## config.mk

```make
export PLATFORM = sky130hd
export DESIGN_NAME = pot_serial_front
export DESIGN_NICKNAME = d
export VERILOG_FILES = /design/src/rtl/pot_fe_pkg.sv /design/src/rtl/pot_line_sync.sv /design/src/rtl/pot_cmd_check.sv /design/src/rtl/pot_step_gen.sv /design/src/rtl/pot_serial_front.sv
export SDC_FILE = /design/constraint.sdc
export NUM_CORES = 1
export LEC_CHECK = 0
export ABC_AREA = 1
export CORE_MARGIN = 2
export CORE_UTILIZATION = 51
export CTS_CLUSTER_SIZE = 16
export DETAILED_ROUTE_END_ITERATION = 7
export PLACE_DENSITY = 0.76
export SYNTH_ARGS = -nofsm -noshare
export SYNTH_HDL_FRONTEND = slang
export SYNTH_SLANG_ARGS = --single-unit
```

## constraint.sdc

```tcl
create_clock -name clk -period 2.35 [get_ports clk]
set_clock_uncertainty 0.05 [all_clocks]
set_input_delay 0.5875 -clock clk [delete_from_list [all_inputs] [get_ports clk]]
set_output_delay 0.5875 -clock clk [all_outputs]
set_load 0.1 [all_outputs]
```

## src/rtl/pot_fe_pkg.sv

```systemverilog
// Shared constants and types for the two-wire potentiometer front end.
// Assumes 8-bit bus bytes and a 3-bit strap address field.
package pot_fe_pkg;
    localparam int BYTE_W    = 8;
    localparam int ID_ADDR_W = 3;
    localparam int CNT_W     = $clog2(BYTE_W + 1);

    localparam logic [3:0] OPC_RD_WCR = 4'b1001;
    localparam logic [3:0] OPC_WR_WCR = 4'b1010;
    localparam logic [3:0] OPC_RD_DR  = 4'b1011;
    localparam logic [3:0] OPC_WR_DR  = 4'b1100;
    localparam logic [3:0] OPC_DR2WCR = 4'b1101;
    localparam logic [3:0] OPC_WCR2DR = 4'b1110;
    localparam logic [3:0] OPC_STEP   = 4'b0010;

    typedef enum logic [1:0] {K_READ, K_WRITE, K_XFER, K_STEP} cmd_kind_t;

    typedef enum logic [3:0] {
        ST_IDLE, ST_ID, ST_ID_ACK, ST_INS, ST_INS_ACK,
        ST_WDAT, ST_WDAT_ACK, ST_RDAT, ST_STEP, ST_DONE
    } fe_state_t;
endpackage

```

## src/rtl/pot_line_sync.sv

```systemverilog
// Synchronizes a group of asynchronous lines into clk and keeps one extra
// history stage per line for edge detection.
// Assumes idle-high lines, so reset fills every stage with ones.
module pot_line_sync #(
    parameter int LINES  = 2,
    parameter int STAGES = 2
) (
    input  logic             clk,
    input  logic             rst_n,
    input  logic [LINES-1:0] din,
    output logic [LINES-1:0] lvl,
    output logic [LINES-1:0] lvl_d
);
    localparam int DEPTH = STAGES + 1;

    for (genvar g = 0; g < LINES; g++) begin : g_line
        logic [DEPTH-1:0] chain;

        // Shift the raw line through the synchronizer and history stage.
        always_ff @(posedge clk) begin
            if (!rst_n) chain <= '1;
            else        chain <= {chain[DEPTH-2:0], din[g]};
        end

        assign lvl[g]   = chain[DEPTH-2];
        assign lvl_d[g] = chain[DEPTH-1];
    end
endmodule

```

## src/rtl/pot_cmd_check.sv

```systemverilog
// Classifies an instruction opcode and checks it against the bank rule:
// commands that touch the wiper register need bank 00.
// Purely combinational; assumes the caller samples it only on a full byte.
module pot_cmd_check
    import pot_fe_pkg::*;
(
    input  logic [3:0] opc,
    input  logic [1:0] bank,
    output logic       accept,
    output cmd_kind_t  kind
);
    logic bank_zero;
    assign bank_zero = (bank == 2'b00);

    // Map opcode to a command class and a legality flag.
    always_comb begin
        kind   = K_XFER;
        accept = 1'b0;
        case (opc)
            OPC_RD_WCR: begin kind = K_READ;  accept = bank_zero; end
            OPC_RD_DR:  begin kind = K_READ;  accept = 1'b1;      end
            OPC_WR_WCR: begin kind = K_WRITE; accept = bank_zero; end
            OPC_WR_DR:  begin kind = K_WRITE; accept = 1'b1;      end
            OPC_DR2WCR,
            OPC_WCR2DR: begin kind = K_XFER;  accept = bank_zero; end
            OPC_STEP:   begin kind = K_STEP;  accept = bank_zero; end
            default:    begin kind = K_XFER;  accept = 1'b0;      end
        endcase
    end
endmodule

```

## src/rtl/pot_step_gen.sv

```systemverilog
// Turns clock-line rises into single-cycle wiper step pulses while the
// stepping mode is active. The data line level selects the direction.
module pot_step_gen (
    input  logic clk,
    input  logic rst_n,
    input  logic active,
    input  logic scl_rise,
    input  logic sda_lvl,
    output logic step_up,
    output logic step_dn
);
    // Register one pulse per qualified rise.
    always_ff @(posedge clk) begin
        if (!rst_n) begin
            step_up <= 1'b0;
            step_dn <= 1'b0;
        end else begin
            step_up <= active & scl_rise & sda_lvl;
            step_dn <= active & scl_rise & ~sda_lvl;
        end
    end
endmodule

```

## src/rtl/pot_serial_front.sv

```systemverilog
// Slave-side two-wire front end for a digital potentiometer. It parses the
// identification and instruction bytes, runs write/read/transfer
// transactions or the stepping mode, drives acknowledge and read bits
// open-drain, and issues decoded commands to an external register core.
// Assumes the bus clock half period spans several system clocks.
module pot_serial_front
    import pot_fe_pkg::*;
#(
    parameter logic [3:0] DEV_TYPE    = 4'b0101,
    parameter int         SYNC_STAGES = 2
) (
    input  logic                 clk,
    input  logic                 rst_n,
    input  logic                 scl_i,
    input  logic                 sda_i,
    input  logic [ID_ADDR_W-1:0] strap_addr,
    input  logic [BYTE_W-1:0]    rd_data,
    output logic                 sda_oe,
    output logic                 cmd_valid,
    output logic [3:0]           cmd_op,
    output logic [1:0]           cmd_reg,
    output logic [1:0]           cmd_bank,
    output logic [BYTE_W-1:0]    cmd_wdata,
    output logic                 step_up,
    output logic                 step_dn
);
    localparam logic [CNT_W-1:0] FULL = CNT_W'(BYTE_W);

    logic [1:0] lv, lv_d;
    logic       scl_s, sda_s;
    logic       scl_rise, scl_fall, start_evt, stop_evt;

    fe_state_t         state;
    cmd_kind_t         kind_q, kind_c;
    logic [CNT_W-1:0]  bit_cnt;
    logic [BYTE_W-1:0] sh;
    logic              accept_c, id_ok, full;

    pot_line_sync #(.LINES(2), .STAGES(SYNC_STAGES)) u_sync (
        .clk   (clk),
        .rst_n (rst_n),
        .din   ({sda_i, scl_i}),
        .lvl   (lv),
        .lvl_d (lv_d)
    );

    assign scl_s     = lv[0];
    assign sda_s     = lv[1];
    assign scl_rise  = scl_s & ~lv_d[0];
    assign scl_fall  = ~scl_s & lv_d[0];
    assign start_evt = scl_s & lv_d[0] & ~sda_s & lv_d[1];
    assign stop_evt  = scl_s & lv_d[0] & sda_s & ~lv_d[1];
    assign full      = (bit_cnt == FULL);

    assign id_ok = (sh[7:4] == DEV_TYPE) && !sh[3] && (sh[2:0] == strap_addr);

    pot_cmd_check u_check (
        .opc    (sh[7:4]),
        .bank   (sh[1:0]),
        .accept (accept_c),
        .kind   (kind_c)
    );

    pot_step_gen u_step (
        .clk      (clk),
        .rst_n    (rst_n),
        .active   (state == ST_STEP),
        .scl_rise (scl_rise),
        .sda_lvl  (sda_s),
        .step_up  (step_up),
        .step_dn  (step_dn)
    );

    // Transaction sequencer: bit capture, acknowledge, read shift, command issue.
    always_ff @(posedge clk) begin
        if (!rst_n) begin
            state     <= ST_IDLE;
            kind_q    <= K_XFER;
            bit_cnt   <= '0;
            sh        <= '0;
            sda_oe    <= 1'b0;
            cmd_valid <= 1'b0;
            cmd_op    <= '0;
            cmd_reg   <= '0;
            cmd_bank  <= '0;
            cmd_wdata <= '0;
        end else begin
            cmd_valid <= 1'b0;
            if (stop_evt) begin
                state  <= ST_IDLE;
                sda_oe <= 1'b0;
            end else if (start_evt && state != ST_STEP) begin
                state   <= ST_ID;
                bit_cnt <= '0;
                sda_oe  <= 1'b0;
            end else begin
                case (state)
                    ST_ID: begin
                        if (scl_rise && !full) begin
                            sh      <= {sh[BYTE_W-2:0], sda_s};
                            bit_cnt <= bit_cnt + 1'b1;
                        end else if (scl_fall && full) begin
                            bit_cnt <= '0;
                            if (id_ok) begin
                                sda_oe <= 1'b1;
                                state  <= ST_ID_ACK;
                            end else begin
                                state  <= ST_DONE;
                            end
                        end
                    end
                    ST_ID_ACK: begin
                        if (scl_fall) begin
                            sda_oe <= 1'b0;
                            state  <= ST_INS;
                        end
                    end
                    ST_INS: begin
                        if (scl_rise && !full) begin
                            sh      <= {sh[BYTE_W-2:0], sda_s};
                            bit_cnt <= bit_cnt + 1'b1;
                        end else if (scl_fall && full) begin
                            bit_cnt <= '0;
                            if (accept_c) begin
                                sda_oe    <= 1'b1;
                                state     <= ST_INS_ACK;
                                kind_q    <= kind_c;
                                cmd_op    <= sh[7:4];
                                cmd_reg   <= sh[3:2];
                                cmd_bank  <= sh[1:0];
                                cmd_valid <= (kind_c == K_READ) || (kind_c == K_XFER);
                            end else begin
                                state <= ST_DONE;
                            end
                        end
                    end
                    ST_INS_ACK: begin
                        if (scl_fall) begin
                            bit_cnt <= '0;
                            case (kind_q)
                                K_READ: begin
                                    sh     <= rd_data;
                                    sda_oe <= ~rd_data[BYTE_W-1];
                                    state  <= ST_RDAT;
                                end
                                K_WRITE: begin
                                    sda_oe <= 1'b0;
                                    state  <= ST_WDAT;
                                end
                                K_STEP: begin
                                    sda_oe <= 1'b0;
                                    state  <= ST_STEP;
                                end
                                default: begin
                                    sda_oe <= 1'b0;
                                    state  <= ST_DONE;
                                end
                            endcase
                        end
                    end
                    ST_WDAT: begin
                        if (scl_rise && !full) begin
                            sh      <= {sh[BYTE_W-2:0], sda_s};
                            bit_cnt <= bit_cnt + 1'b1;
                        end else if (scl_fall && full) begin
                            bit_cnt   <= '0;
                            cmd_wdata <= sh;
                            cmd_valid <= 1'b1;
                            sda_oe    <= 1'b1;
                            state     <= ST_WDAT_ACK;
                        end
                    end
                    ST_WDAT_ACK: begin
                        if (scl_fall) begin
                            sda_oe <= 1'b0;
                            state  <= ST_DONE;
                        end
                    end
                    ST_RDAT: begin
                        if (scl_rise && !full) begin
                            bit_cnt <= bit_cnt + 1'b1;
                        end else if (scl_fall) begin
                            if (full) begin
                                sda_oe <= 1'b0;
                                state  <= ST_DONE;
                            end else begin
                                sh     <= sh << 1;
                                sda_oe <= ~sh[BYTE_W-2];
                            end
                        end
                    end
                    default: ;
                endcase
            end
        end
    end
endmodule

```

* Word-level counts from Yosys, hierarchy flattened
Index checks and enable logic that the tools add are counted.
Word-level totals: memory bits (writable) 0, latch bits 0, memories kept 0, output and inout bits 20, input bits 15, word-level logic and storage cells 174, bits in registers 44, memory bits (read-only) 0
Operators by class: mux-type cells 53, multipliers 0, bitwise operators 20, shifts and indexed selects 0, equal/unequal tests 54, $lt $le $gt $ge 0, divide/modulo/power cells 0, $add $sub $neg 1, reduce and logical (&&, ||, !) cells 31
Operators by type and width (number):
- $mux W4 | 19
- $mux W8 | 6
- $ne A3 B3 Y1 const B | 13
- $reduce_and A13 Y1 | 3
- $eq A4 B4 Y1 const B | 8
- $ne A2 B2 Y1 const B | 16
- $pmux W4 S7 | 1
- $pmux W4 S3 | 2
- $pmux W8 S3 | 1
- $eq A4 B3 Y1 const B | 5
- $mux W1 | 20
- $eq A4 B2 Y1 const B | 3
- $and A1 B1 Y1 | 10
- $not A1 Y1 | 10
- $reduce_and A5 Y1 | 2
- $reduce_or A2 Y1 | 5
- $reduce_and A9 Y1 | 1
- $reduce_bool A8 Y1 | 1
- $reduce_bool A7 Y1 | 1
- $logic_not A2 Y1 | 3
- $pmux W1 S6 | 1
- $pmux W2 S3 | 1
- $reduce_and A6 Y1 | 1
- $reduce_bool A6 Y1 | 1
- other kinds (16) | 25

* Longest topological paths before layout
depth in word-level cells 9, mapped depth 14, gate-level depth less buffers 14

* Cells and area by module
A second synthesis with hierarchy kept.
Second synthesis, totals: cells, all modules 351, area total of the unflattened synthesis 2334.7 um^2
Modules (own cells, without submodules):
- pot_serial_front | sequential area each 720.7 um^2, instances 1, cells each 299, area an instance 1978.1 um^2
- pot_line_sync | sequential area each 120.1 um^2, instances 1, cells each 22, area an instance 195.2 um^2
- pot_cmd_check | sequential area each 0.0 um^2, instances 1, cells each 22, area an instance 98.8 um^2
- pot_step_gen | sequential area each 40.0 um^2, instances 1, cells each 8, area an instance 62.6 um^2

* Worst setup path after synthesis
OpenSTA, ideal clock, no wires.
path kind reg2reg, start register bit_cnt[0], end register kind_q[0], period minus slack after synthesis 1.598 ns, library setup time 0.116 ns, arrival 1.432 ns, path buffers 1, stages on the path, launching flop included 11, slack 0.752 ns, data required time 2.184 ns, cell sequence dfxtp_1 > inv_1 > ha_1 > nand2_1 > nor2_1 > nand2_1 > nor2_1 > nand2_1 > buf_2 > o21ai_0 > nor2_1
Between the ends: word-level cells in the longest chain between the ends 5, elaborated cells between the ends (all ways) 6, those cells by class 1 x eq/ne; 1 x bitwise; 4 x reduce/logical
RTL lines:
- start, declared | line pot_serial_front.sv:35 | logic [CNT_W-1:0] bit_cnt;
- start signal, assigned | line pot_serial_front.sv:101 | bit_cnt <= bit_cnt + 1'b1;
- start signal, assigned | line pot_serial_front.sv:121 | bit_cnt <= bit_cnt + 1'b1;
- start signal, assigned | line pot_serial_front.sv:164 | bit_cnt <= bit_cnt + 1'b1;
- $eq A4 B4 Y1 (*) | line pot_serial_front.sv:53 | assign full = (bit_cnt == FULL);
- $logic_not A1 Y1 | line pot_serial_front.sv:119 | if (scl_rise && !full) begin
- $logic_and A1 B1 Y1 | line pot_serial_front.sv:119
- $not A1 Y1 (no line)
- $reduce_and A6 Y1 (no line) (*)
- end signal, assigned | line pot_serial_front.sv:127 | kind_q <= kind_c;
- end, declared | line pot_serial_front.sv:34 | cmd_kind_t kind_q, kind_c;
Mark *: on every way between the ends. The rest lies on a longest branch, timed or not. A chain may end at the register's enable or synchronous reset.

* Worst setup path in the final report
Ends and elaborated chain as after synthesis.

==> results.md <==
- N_diodes: 0
- Layout cell share with drive strength beyond 1: 17.1%
- Initial DRC Count: 190
- Synth Area per Inst: about 6.6 µm²
- Antenna Nets Post-Route: 0
- Total of max-cap violations: 0
- Row count: 25
- Routed vias: around 2,400
- Post-Syn Nets: around 380
- WS Path Type: reg -> reg
- Num CTS Buffers: 5
- CP endpoint: kind_q[0]
- Mapped Cells: about 370
- CP Launch Point: bit_cnt[0]
- TritonCTS Sinks: between 40 and 50
- Mapped cell area: approximately 0.0024 mm²
- Crit-path max FO: 11
- Top Registers: cmd_wdata x8, sh x8, u_sync.g_line.chain x6
- Fillers: around 440
- Slew Viols, Final: 0
- Design area: roughly 0.0029 mm²
- RD Place Congestion: approximately 0.95
- Gr ovfl total: 0
- Run status: completed
- Overall Global Routing Usage: about a quarter
- Detailed-placement wirelength estimate: between 4000 and 5000 µm
- Post-Route WL: 5690 µm
- Worst rel slew slack: 75.9%
- Seq/Total Area, Yosys: 36.4%
- Initial Utilization: 51.9%
- Required @ worst endpoint: approximately 2.5 ns
- Fin crit share: between 80% and 90%
- Area delta synth->final: 19.2%
- Number of I/O port buffers: 34
- Initial antenna violation count: 0
- CTS Buffer Depth: 2
- Hold slack: roughly 0.36 ns
- WP data arrival: 2.06 ns
- Crit end category: flop
- Wire per inst: about 12 µm
- Largest net degree at the start of global routing: 21
- Final Hold Vio Count: 0
- Number of synthesized register bits: 44
- Lkg Pwr: 1.38 nW
- Clock transition at the registers of the reported paths: 0.09 ns
- Maximum clock rate: 526 MHz
- Vias per Instance: 5.21
- Unrepaired setup endpoints after global routing: no
- R2R Setup Slk: approximately 0.45 ns
- Total negative slack: 0 ns
- Die width: approximately 73 µm
- Post-synth cell types: 28
- Synth warn: 0
- Clk Latency, worst-skew pair: approximately 0.31 ns
- R2r worst-path depth: 9
- Resized Gates After CTS: 0
- Commonest non-fill, non-tap cell in the layout: nand2_1
- Number of global-route vias before repair: around 2,200
- Post-CTS Hold Buffers: 0
- Post-synth EDFFs: 0
- Least-Margin Pin Slew: approximately 0.36 ns
- Fin nets: ~420
- Die area: roughly 0.0053 mm²
- Most frequent cells in the layout: nand2_1 (88), nor2_1 (45), dfxtp_1 (44)
- CP Launch Type: flop
- Setup violators final: 0
- Post-synth top flop: dfxtp_1
- Residual DRC count: 0
- Dpl cell area: approximately 0.0028 mm²
- VDD IR max: roughly 0.41 mV
- Power per cell area: a little over 800 mW/mm²
- I/O Pins: 35
- Initial DRT Pass Iterations: 4
- H-tree Lvls: 2
- Die Y-Extent: between 70 and 80 µm
- Power Total: approximately 2.4 mW
- Async SR Flop Fraction: 0%
- Final Critical Period: 1.90 ns
- Post-CTS Setup Bufs: 0
- R2r startpoint: bit_cnt[0]
- Global-route wire length before repair: slightly below 10,000 µm
- CTS tree: built
- R2r endpoint: kind_q[0]
- Core Box Area: 0.00466 mm²
- HP Class: reg -> reg
- Clk root buf: clkbuf_8
## worst min path at each step
stage / startpoint / to / slack (ns) / cells after the start
finish: u_sync.g_line[1].chain[0] / u_sync.g_line[1].chain[1] / 0.36 / 1
global route: u_sync.g_line[1].chain[0] / u_sync.g_line[1].chain[1] / 0.38 / 1
CTS: u_sync.g_line[1].chain[0] / u_sync.g_line[1].chain[1] / 0.37 / 1
detailed placement: u_sync.g_line[1].chain[0] / u_sync.g_line[1].chain[1] / 0.35 / 1
global placement: u_sync.g_line[1].chain[0] / u_sync.g_line[1].chain[1] / 0.34 / 1
floorplan: u_sync.g_line[0].chain[0] / u_sync.g_line[0].chain[1] / 0.34 / 1
## report_power, final
| part | internal, mW | leakage [nW] | switching, mW |
|---|---|---|---|
| clock | 0.320 | 0.0548 | 0.282 |
| combinational | 0.280 | 0.969 | 0.568 |
| sequential | 0.828 | 0.357 | 0.112 |
## cell usage after synthesis (3+ instances only)
cell type | instances | area, µm²
dfxtp_1 | 44 | 881
nand2_2 | 10 | 62.6
nand2_1 | 88 | 330
buf_2 | 4 | 20.0
or2_2 | 5 | 31.3
clkbuf_1 | 3 | 11.3
nand3_1 | 18 | 90.1
a21oi_1 | 27 | 135
nor2_4 | 3 | 33.8
nand4_1 | 11 | 68.8
nor2_2 | 6 | 37.5
inv_1 | 41 | 154
nor3_1 | 10 | 50.1
nor2_1 | 45 | 169
o21ai_0 | 23 | 115
inv_2 | 6 | 22.5
## critical path, cell delays in order, from the launching register on
cell     delay, ns
dfxtp_1       0.36
inv_1         0.08
ha_1          0.17
nand2_1       0.06
nor2_1        0.18
nand2_1       0.21
nor2_1        0.17
nand2_1       0.22
o21ai_0       0.23
nor2_1        0.05
## cell type report
| class | count | area, µm² | area share (%) |
|---|---|---|---|
| multi-input combinational | 266 | 1320 | 45.9 |
| clock buffer | 5 | 68.8 | 2.39 |
| tap | 54 | 67.6 | 2.34 |
| sequential | 44 | 881 | 30.6 |
| timing repair buffer | 38 | 320 | 11.1 |
| inverter | 47 | 176 | 6.12 |
| clock inverter | 3 | 46.3 | 1.61 |
## stage by stage
stage	util, %	std cells	setup slack [ns]
2_1_floorplan	-	365	0.752
3_3_place_gp	59.4	449	0.394
3_5_place_dp	59.4	449	0.354
4_1_cts	61.8	457	0.444
5_1_grt	61.8	457	0.196
6_report	61.8	457	0.447
## per-layer routing
metal	wire, µm	share of wire (%)	GRT usage [%]
met5	0	0	0
met2	2580	45	36.7
met1	2600	46	32.8
met4	77	1.4	7.20
met3	433	7.6	4.42
## cells by family (layout without fill, tap and decap cells)
| group | Yosys count | in the layout | synth area share (%) |
|---|---|---|---|
| flops | 44 | 44 | 36.4 |
| compound gates | 56 | 56 | 11.9 |
| buf+inv | 55 | 93 | 8.90 |
| xor+xnor | 2 | 2 | 0.725 |
| simple gates | 206 | 206 | 41.0 |
| fa+ha+maj | 2 | 2 | 1.04 |
(Power assumes the default switching activity.)
